## config.mk

```make
export PLATFORM = sky130hd
export DESIGN_NAME = ee2w_slave
export DESIGN_NICKNAME = d
export VERILOG_FILES = /design/src/rtl/ee2w_pkg.sv /design/src/rtl/ee2w_sync.sv /design/src/rtl/ee2w_bus_events.sv /design/src/rtl/ee2w_slave.sv
export SDC_FILE = /design/constraint.sdc
export NUM_CORES = 1
export LEC_CHECK = 0
export ABC_AREA = 1
export BUFFER_PORTS_ARGS = -buffer_cell sky130_fd_sc_hd__buf_2
export CORE_MARGIN = 2
export CORE_UTILIZATION = 36
export DETAILED_ROUTE_END_ITERATION = 6
export GPL_TIMING_DRIVEN = 0
export HOLD_SLACK_MARGIN = 0.12
export PLACE_DENSITY = 0.63
export SYNTH_ARGS = -nofsm -noshare
export SYNTH_HDL_FRONTEND = slang
export SYNTH_SLANG_ARGS = --single-unit
```

## constraint.sdc

```tcl
create_clock -name clk -period 1.76 [get_ports clk]
set_clock_uncertainty 0.1 [all_clocks]
set_input_delay 0.176 -clock clk [delete_from_list [all_inputs] [get_ports clk]]
set_output_delay 0.176 -clock clk [all_outputs]
set_load 0.02 [all_outputs]
```

## src/rtl/ee2w_pkg.sv

```systemverilog
package ee2w_pkg;

    localparam int BYTE_W  = 8;
    localparam int WADDR_W = 16;
    localparam int PTR_W   = WADDR_W + 1;
    localparam int BITC_W  = $clog2(BYTE_W + 1);

    typedef enum logic [2:0] {
        S_IDLE,
        S_RX,
        S_ACK,
        S_TX,
        S_MACK,
        S_TXW,
        S_SKIP
    } eng_st_e;

    typedef enum logic [1:0] {
        K_CTRL,
        K_AHI,
        K_ALO,
        K_DATA
    } rx_kind_e;

    typedef struct packed {
        eng_st_e           st;
        rx_kind_e          kind;
        logic [BITC_W-1:0] cnt;
        logic [BYTE_W-1:0] sh;
        logic [BYTE_W-1:0] tx;
        logic [BYTE_W-1:0] ahi;
        logic [BYTE_W-1:0] cur_ctrl;
        logic [BYTE_W-1:0] busy_ctrl;
        logic [BYTE_W-1:0] wdata;
        logic [PTR_W-1:0]  ptr_addr;
        logic              blk;
        logic              sda_oe;
        logic              ack_ok;
        logic              rd_mode;
        logic              have_wd;
        logic              ptr_load;
        logic              wdv;
        logic              rd_adv;
        logic              commit;
        logic              discard;
    } eng_t;

endpackage

```

## src/rtl/ee2w_sync.sv

```systemverilog
module ee2w_sync #(
    parameter int STAGES = 2,
    parameter int WIDTH  = 2
) (
    input  logic             clk,
    input  logic             rst_n,
    input  logic [WIDTH-1:0] d,
    output logic [WIDTH-1:0] q
);

    logic [STAGES-1:0][WIDTH-1:0] stage_d, stage_q;

    always_comb begin
        stage_d[0] = d;
        for (int i = 1; i < STAGES; i++) begin
            stage_d[i] = stage_q[i-1];
        end
    end

    // idle bus lines sit high, so reset to ones
    always_ff @(posedge clk or negedge rst_n) begin
        if (!rst_n) stage_q <= '1;
        else        stage_q <= stage_d;
    end

    assign q = stage_q[STAGES-1];

endmodule

```

## src/rtl/ee2w_bus_events.sv

```systemverilog
module ee2w_bus_events (
    input  logic clk,
    input  logic rst_n,
    input  logic scl_s,
    input  logic sda_s,
    output logic start,
    output logic stop,
    output logic scl_rise,
    output logic scl_fall
);

    typedef struct packed {
        logic scl;
        logic sda;
    } prev_t;

    prev_t prev_d, prev_q;

    always_comb begin
        prev_d.scl = scl_s;
        prev_d.sda = sda_s;
    end

    always_ff @(posedge clk or negedge rst_n) begin
        if (!rst_n) prev_q <= '1;
        else        prev_q <= prev_d;
    end

    assign start    = prev_q.scl & scl_s & prev_q.sda & ~sda_s;
    assign stop     = prev_q.scl & scl_s & ~prev_q.sda & sda_s;
    assign scl_rise = ~prev_q.scl & scl_s;
    assign scl_fall = prev_q.scl & ~scl_s;

endmodule

```

## src/rtl/ee2w_slave.sv

```systemverilog
module ee2w_slave
    import ee2w_pkg::*;
#(
    parameter logic [3:0] DEV_CODE    = 4'b1010,
    parameter int         SYNC_STAGES = 2
) (
    input  logic              clk,
    input  logic              rst_n,
    input  logic              scl_in,
    input  logic              sda_in,
    output logic              sda_oe,
    input  logic [1:0]        strap_cs,
    input  logic              strap_en,
    input  logic              wp,
    input  logic              wc_busy,
    input  logic [BYTE_W-1:0] rd_data,
    output logic              ptr_load,
    output logic [PTR_W-1:0]  ptr_addr,
    output logic              wdata_valid,
    output logic [BYTE_W-1:0] wdata,
    output logic              rd_adv,
    output logic              commit,
    output logic              discard
);

    logic [1:0] lines_s;
    logic       scl_s, sda_s;
    logic       ev_start, ev_stop, ev_rise, ev_fall;

    ee2w_sync #(.STAGES(SYNC_STAGES), .WIDTH(2)) i_sync (
        .clk   (clk),
        .rst_n (rst_n),
        .d     ({scl_in, sda_in}),
        .q     (lines_s)
    );

    assign scl_s = lines_s[1];
    assign sda_s = lines_s[0];

    ee2w_bus_events i_events (
        .clk      (clk),
        .rst_n    (rst_n),
        .scl_s    (scl_s),
        .sda_s    (sda_s),
        .start    (ev_start),
        .stop     (ev_stop),
        .scl_rise (ev_rise),
        .scl_fall (ev_fall)
    );

    eng_t r_q, r_d;

    logic [BYTE_W-1:0] rx_byte;
    logic              id_ok;
    logic              poll_hit;
    logic              byte_done;

    assign rx_byte   = {r_q.sh[BYTE_W-2:0], sda_s};
    assign id_ok     = (rx_byte[7:4] == DEV_CODE) && (rx_byte[2:1] == strap_cs) && strap_en;
    assign poll_hit  = wc_busy && (rx_byte == r_q.busy_ctrl);
    assign byte_done = ev_rise && (r_q.st == S_RX) && (r_q.cnt == BITC_W'(BYTE_W - 1));

    always_comb begin
        r_d          = r_q;
        r_d.ptr_load = 1'b0;
        r_d.wdv      = 1'b0;
        r_d.rd_adv   = 1'b0;
        r_d.commit   = 1'b0;
        r_d.discard  = 1'b0;

        if (ev_stop) begin
            r_d.st     = S_IDLE;
            r_d.sda_oe = 1'b0;
            if (r_q.have_wd) begin
                r_d.have_wd = 1'b0;
                if (wp) begin
                    r_d.discard = 1'b1;
                end else begin
                    r_d.commit    = 1'b1;
                    r_d.busy_ctrl = r_q.cur_ctrl;
                end
            end
        end else if (ev_start) begin
            r_d.st      = S_RX;
            r_d.kind    = K_CTRL;
            r_d.cnt     = '0;
            r_d.sda_oe  = 1'b0;
            r_d.rd_mode = 1'b0;
            if (r_q.have_wd) begin
                r_d.have_wd = 1'b0;
                r_d.discard = 1'b1;
            end
        end else begin
            unique case (r_q.st)
                S_RX: begin
                    if (ev_rise && r_q.cnt < BITC_W'(BYTE_W)) begin
                        r_d.sh  = rx_byte;
                        r_d.cnt = r_q.cnt + 1'b1;
                        if (byte_done) begin
                            unique case (r_q.kind)
                                K_CTRL: begin
                                    r_d.ack_ok   = id_ok && !poll_hit;
                                    r_d.cur_ctrl = rx_byte;
                                    r_d.blk      = rx_byte[3];
                                    r_d.rd_mode  = rx_byte[0];
                                    r_d.kind     = K_AHI;
                                end
                                K_AHI: begin
                                    r_d.ack_ok = 1'b1;
                                    r_d.ahi    = rx_byte;
                                    r_d.kind   = K_ALO;
                                end
                                K_ALO: begin
                                    r_d.ack_ok   = 1'b1;
                                    r_d.ptr_load = 1'b1;
                                    r_d.ptr_addr = {r_q.blk, r_q.ahi, rx_byte};
                                    r_d.kind     = K_DATA;
                                end
                                default: begin
                                    r_d.ack_ok  = 1'b1;
                                    r_d.wdv     = 1'b1;
                                    r_d.wdata   = rx_byte;
                                    r_d.have_wd = 1'b1;
                                end
                            endcase
                        end
                    end else if (ev_fall && r_q.cnt == BITC_W'(BYTE_W)) begin
                        r_d.st     = r_q.ack_ok ? S_ACK : S_SKIP;
                        r_d.sda_oe = r_q.ack_ok;
                    end
                end
                S_ACK: begin
                    if (ev_fall) begin
                        r_d.cnt = '0;
                        if (r_q.rd_mode) begin
                            r_d.st     = S_TX;
                            r_d.tx     = rd_data;
                            r_d.sda_oe = ~rd_data[BYTE_W-1];
                        end else begin
                            r_d.st     = S_RX;
                            r_d.sda_oe = 1'b0;
                        end
                    end
                end
                S_TX: begin
                    if (ev_fall) begin
                        if (r_q.cnt == BITC_W'(BYTE_W - 1)) begin
                            r_d.st     = S_MACK;
                            r_d.sda_oe = 1'b0;
                        end else begin
                            r_d.tx     = r_q.tx << 1;
                            r_d.sda_oe = ~r_q.tx[BYTE_W-2];
                            r_d.cnt    = r_q.cnt + 1'b1;
                        end
                    end
                end
                S_MACK: begin
                    if (ev_rise) begin
                        r_d.rd_adv = 1'b1;
                        r_d.st     = sda_s ? S_SKIP : S_TXW;
                    end
                end
                S_TXW: begin
                    if (ev_fall) begin
                        r_d.st     = S_TX;
                        r_d.cnt    = '0;
                        r_d.tx     = rd_data;
                        r_d.sda_oe = ~rd_data[BYTE_W-1];
                    end
                end
                default: ;
            endcase
        end
    end

    always_ff @(posedge clk or negedge rst_n) begin
        if (!rst_n) r_q <= '0;
        else        r_q <= r_d;
    end

    assign sda_oe      = r_q.sda_oe;
    assign ptr_load    = r_q.ptr_load;
    assign ptr_addr    = r_q.ptr_addr;
    assign wdata_valid = r_q.wdv;
    assign wdata       = r_q.wdata;
    assign rd_adv      = r_q.rd_adv;
    assign commit      = r_q.commit;
    assign discard     = r_q.discard;


    sda_scl_low_chk: assert property (@(posedge clk) disable iff (!rst_n)
        (sda_oe != $past(sda_oe)) |-> !scl_s);


    stop_release_chk: assert property (@(posedge clk) disable iff (!rst_n)
        ev_stop |=> !sda_oe);


    wp_no_commit_chk: assert property (@(posedge clk) disable iff (!rst_n)
        commit |-> $past(!wp));


    pulse_excl_chk: assert property (@(posedge clk) disable iff (!rst_n)
        $onehot0({commit, discard, ptr_load, wdata_valid, rd_adv}));

endmodule

```

==> results.md <==
* Max incr delay on CP at ~560 ps
* CP Cell Sequence: inv_4 > nor2_1 > nand2_2 > nor3_4 > mux2_2
* Peak VDD IR at 551.7 µV
* Number of global-route vias before repair at 3285
* # port buffers at 47
* Core area at 11370 µm²
* Global-route wire length before repair at 15990 µm
* Met2 WL at 4455 µm
* CTS tree: built
* Final setup fails at 0
* Distinct cells, synth at 36
* Post-Syn Instances at 501
* Met3 WL at 418 µm
* Antenna Nets Post-Route at 0
* Die Span X at 111.9 µm
* Pre-CTS setup slack at -161.8 ps
* Die Area at 12520 µm²
* Initial antenna violation count at 1
* Largest net degree at the start of global routing at 51
* Critical path class: register to register
* #FFs+latches synth at 87
* Area contributors post-synth: dfrtp_1, nand2_1, buf_4, o21ai_1, dfstp_2
* Cell family with most CP delay: flip-flops
* Max-cap violations at 0
* Combinational cell fraction of total power at 0.294
* P_leak at 2.751 nW
* Hold slack at 178.1 ps
* Max_slew headroom at 0.6556
* Total number of vias at between 3k and 4k
* Hold Path Class: primary input to register
* Critical-path top delay cell: dfstp_2
* Final min period at ~1700 ps
* Sw frac at 0.3441
* Sw power at a little over 2 mW
* Final Cell Area at 5218 µm²
* Clock Power Share at 0.309
* Clk Latency, worst-skew pair at 340 ps
* Hold Violations, Final at 0
* Area after DPL at 4636 µm²
* Yosys warning count at 0
* CP Max Fanout at 9
* Crit path arrival time at 1820 ps
* Routed WL per cell at 12.98 µm
* IO Count at 48
* Initial DRC count at 215
* Outcome: completed
* Power Total at roughly 6.0 mW
* HPWL Detailed at ~6500 µm
* Clock slew seen by the registers of the worst setup and hold paths at 60 ps
* Pins Over Slew Limit at 0
* Top cell type's share of synthesized area at 0.4836
* Internal power at 3.940 mW
* Die Span Y at 111.9 µm
* Remaining DRCs at 0
* First-pass DRT Iterations at 4
* Initial Util at 0.3687
* Clk root buf: clkbuf_16
* RSZ-0062 raised after global routing: true
* CTS buffer count at 9
* Post-synth top area cell: dfrtp_1
* Area grow syn2layout at 24.48%
* Slew of the pin with the lowest slew margin at 516.7 ps
* Top Layer Used: met4
* Final net count at 603
* Crit end category: register
* Post-layout util at 0.4589
* Via/cell ratio at 4.717
* Layout cells sized above 1 at 0.2710
* Part of the power in registers at 0.398
* Post-Route WL at approximately 9400 µm
* Final Cycle Share at 0.9662
* Critical Path RT at 1880 ps
* Syn Nets at 524
* Clk sinks at 87
* Row cnt at 39
* Mapped Area at 4192 µm²
* Number of buffers and inverters on the critical path at 1
* H-tree depth at 3
* Final setup margin at slightly below 60 ps
* Final GP Congestion at 0.8732
* WL met1 at 4402 µm
* Max Root-Sink Buffers at 2
* Pwr Density at 1151 nW/µm²
* GR Util All Layers at 0.1579
* CP Launch Type: register
* Syn_area_per_cell at 8.366 µm²
* GR Overflow Total at 0
* Register area share after synthesis at 0.5212
* Max Freq at 588.1 MHz
cells in the final DEF, fill, tap and decap left out, types with 2 or more instances in the layout:
| cell | instances |
|---|---|
| dfrtp_1 | 80 |
| nand3_2 | 3 |
| dfstp_2 | 6 |
| nand2_2 | 8 |
| nor2_1 | 14 |
| xor2_1 | 3 |
| nand2_1 | 169 |
| a21oi_1 | 5 |
| nand3_1 | 28 |
| or2_2 | 2 |
| clkbuf_16 | 9 |
| nand3b_1 | 2 |
| inv_4 | 3 |
| o21ai_1 | 33 |
| inv_2 | 8 |
| ha_1 | 5 |
| buf_4 | 39 |
| clkinvlp_4 | 2 |
| buf_2 | 50 |
| o21ai_0 | 24 |
| nor2_2 | 3 |
| nand2_4 | 6 |
| nor2_4 | 5 |
| dlygate4sd3_1 | 12 |
| nor3_1 | 3 |
| o22ai_1 | 2 |
| inv_1 | 37 |
| a21oi_2 | 2 |
cell families after synthesis:
family          Yosys count  share of synthesized area
fa+ha+maj                 6                    0.01791
mux                       1                   0.002686
simple gates            248                     0.2561
xor+xnor                  4                   0.008360
buf+inv                  84                     0.1012
compound gates           71                    0.09254
flops                    87                     0.5212
routing by layer:
layer	up-vias	global-route usage
li1	1715	-
met1	1639	0.2127
met2	64	0.2517
met3	11	0.03538
met4	0	0.05679
met5	-	0
tightest hold or removal path: stages:
cell and delay, ps:
buf_2 100, nand3_1 80, nor3_1 70, nand2_1 90
a21oi_1 70
through the flow:
stage                     TNS (ps)  std cells
after floorplan                  0        501
after global placement      -28750        691
after detailed placement     -4268        692
after CTS                   -51.86        725
after global routing        -53.90        726
final                            0        727
Yosys cell counts, drive strengths merged:
| cell type | number |
|---|---|
| a21boi | 2 |
| buf | 35 |
| clkbuf | 1 |
| dfrtp | 81 |
| xnor2 | 1 |
| nor3 | 4 |
| xor2 | 3 |
| nand2 | 183 |
| nand2b | 1 |
| inv | 48 |
| nand3 | 32 |
| o22ai | 2 |
| mux2 | 1 |
| and2b | 1 |
| dfstp | 6 |
| o21ai | 57 |
| ha | 6 |
| a31oi | 1 |
| o211ai | 1 |
| nor2 | 22 |
| or2 | 3 |
| nand3b | 2 |
| a21o | 1 |
| a21oi | 7 |
flip-flops by register name, indices dropped and copies added, names as in the netlist:
register / flops
wdata_valid: 1
i_events.prev_q: 2
discard: 1
ptr_load: 1
r_q: 50
i_sync.q: 2
wdata: 8
commit: 1
rd_adv: 1
i_sync.stage_d: 2
ptr_addr: 17
sda_oe: 1
what timing repair did:
item / in CTS / in global routing
setup endpoints to repair: 66 / 75
hold buffers: 12 / 0
pin swaps: 1 / 2
setup buffers: 7 / 1
gates resized for setup: 12 / 28
hold endpoints to repair: 48 / 0
area by class of cell:
type	instances	area, µm²
inverters	48	187.7
diodes	1	2.502
repair buffers	68	445.4
clock buffers	9	225.2
plain buffers	36	261.5
fillers	1088	6152
clock inverters	5	58.81
flip-flops and latches	87	2186
well taps	143	178.9
multi-input cells	330	1672
path summary, 6_finish.rpt:
check	slack, ps	cells past startpoint	from	to
worst max-delay path	60	5	i_sync.q[0]	r_q[41]
worst min-delay path	180	5	strap_en	r_q[7]
worst max register to register	60	5	i_sync.q[0]	r_q[41]
worst min register to register	260	0	i_sync.stage_d[3]	i_sync.q[1]
max in group asynchronous	690	3	rst_n	r_q[78]
min in group asynchronous	250	2	rst_n	commit
power by group through the flow:
stage	Sequential (mW)	Combinational (mW)	Clock [mW]
finish	2.39	1.76	1.85
global route	2.42	2.00	1.99
CTS	2.38	1.70	1.90
detailed placement	2.42	1.60	0
global placement	2.41	1.55	0
floorplan	2.40	1.20	0
No activity file was read; power rests on OpenSTA's default activity.
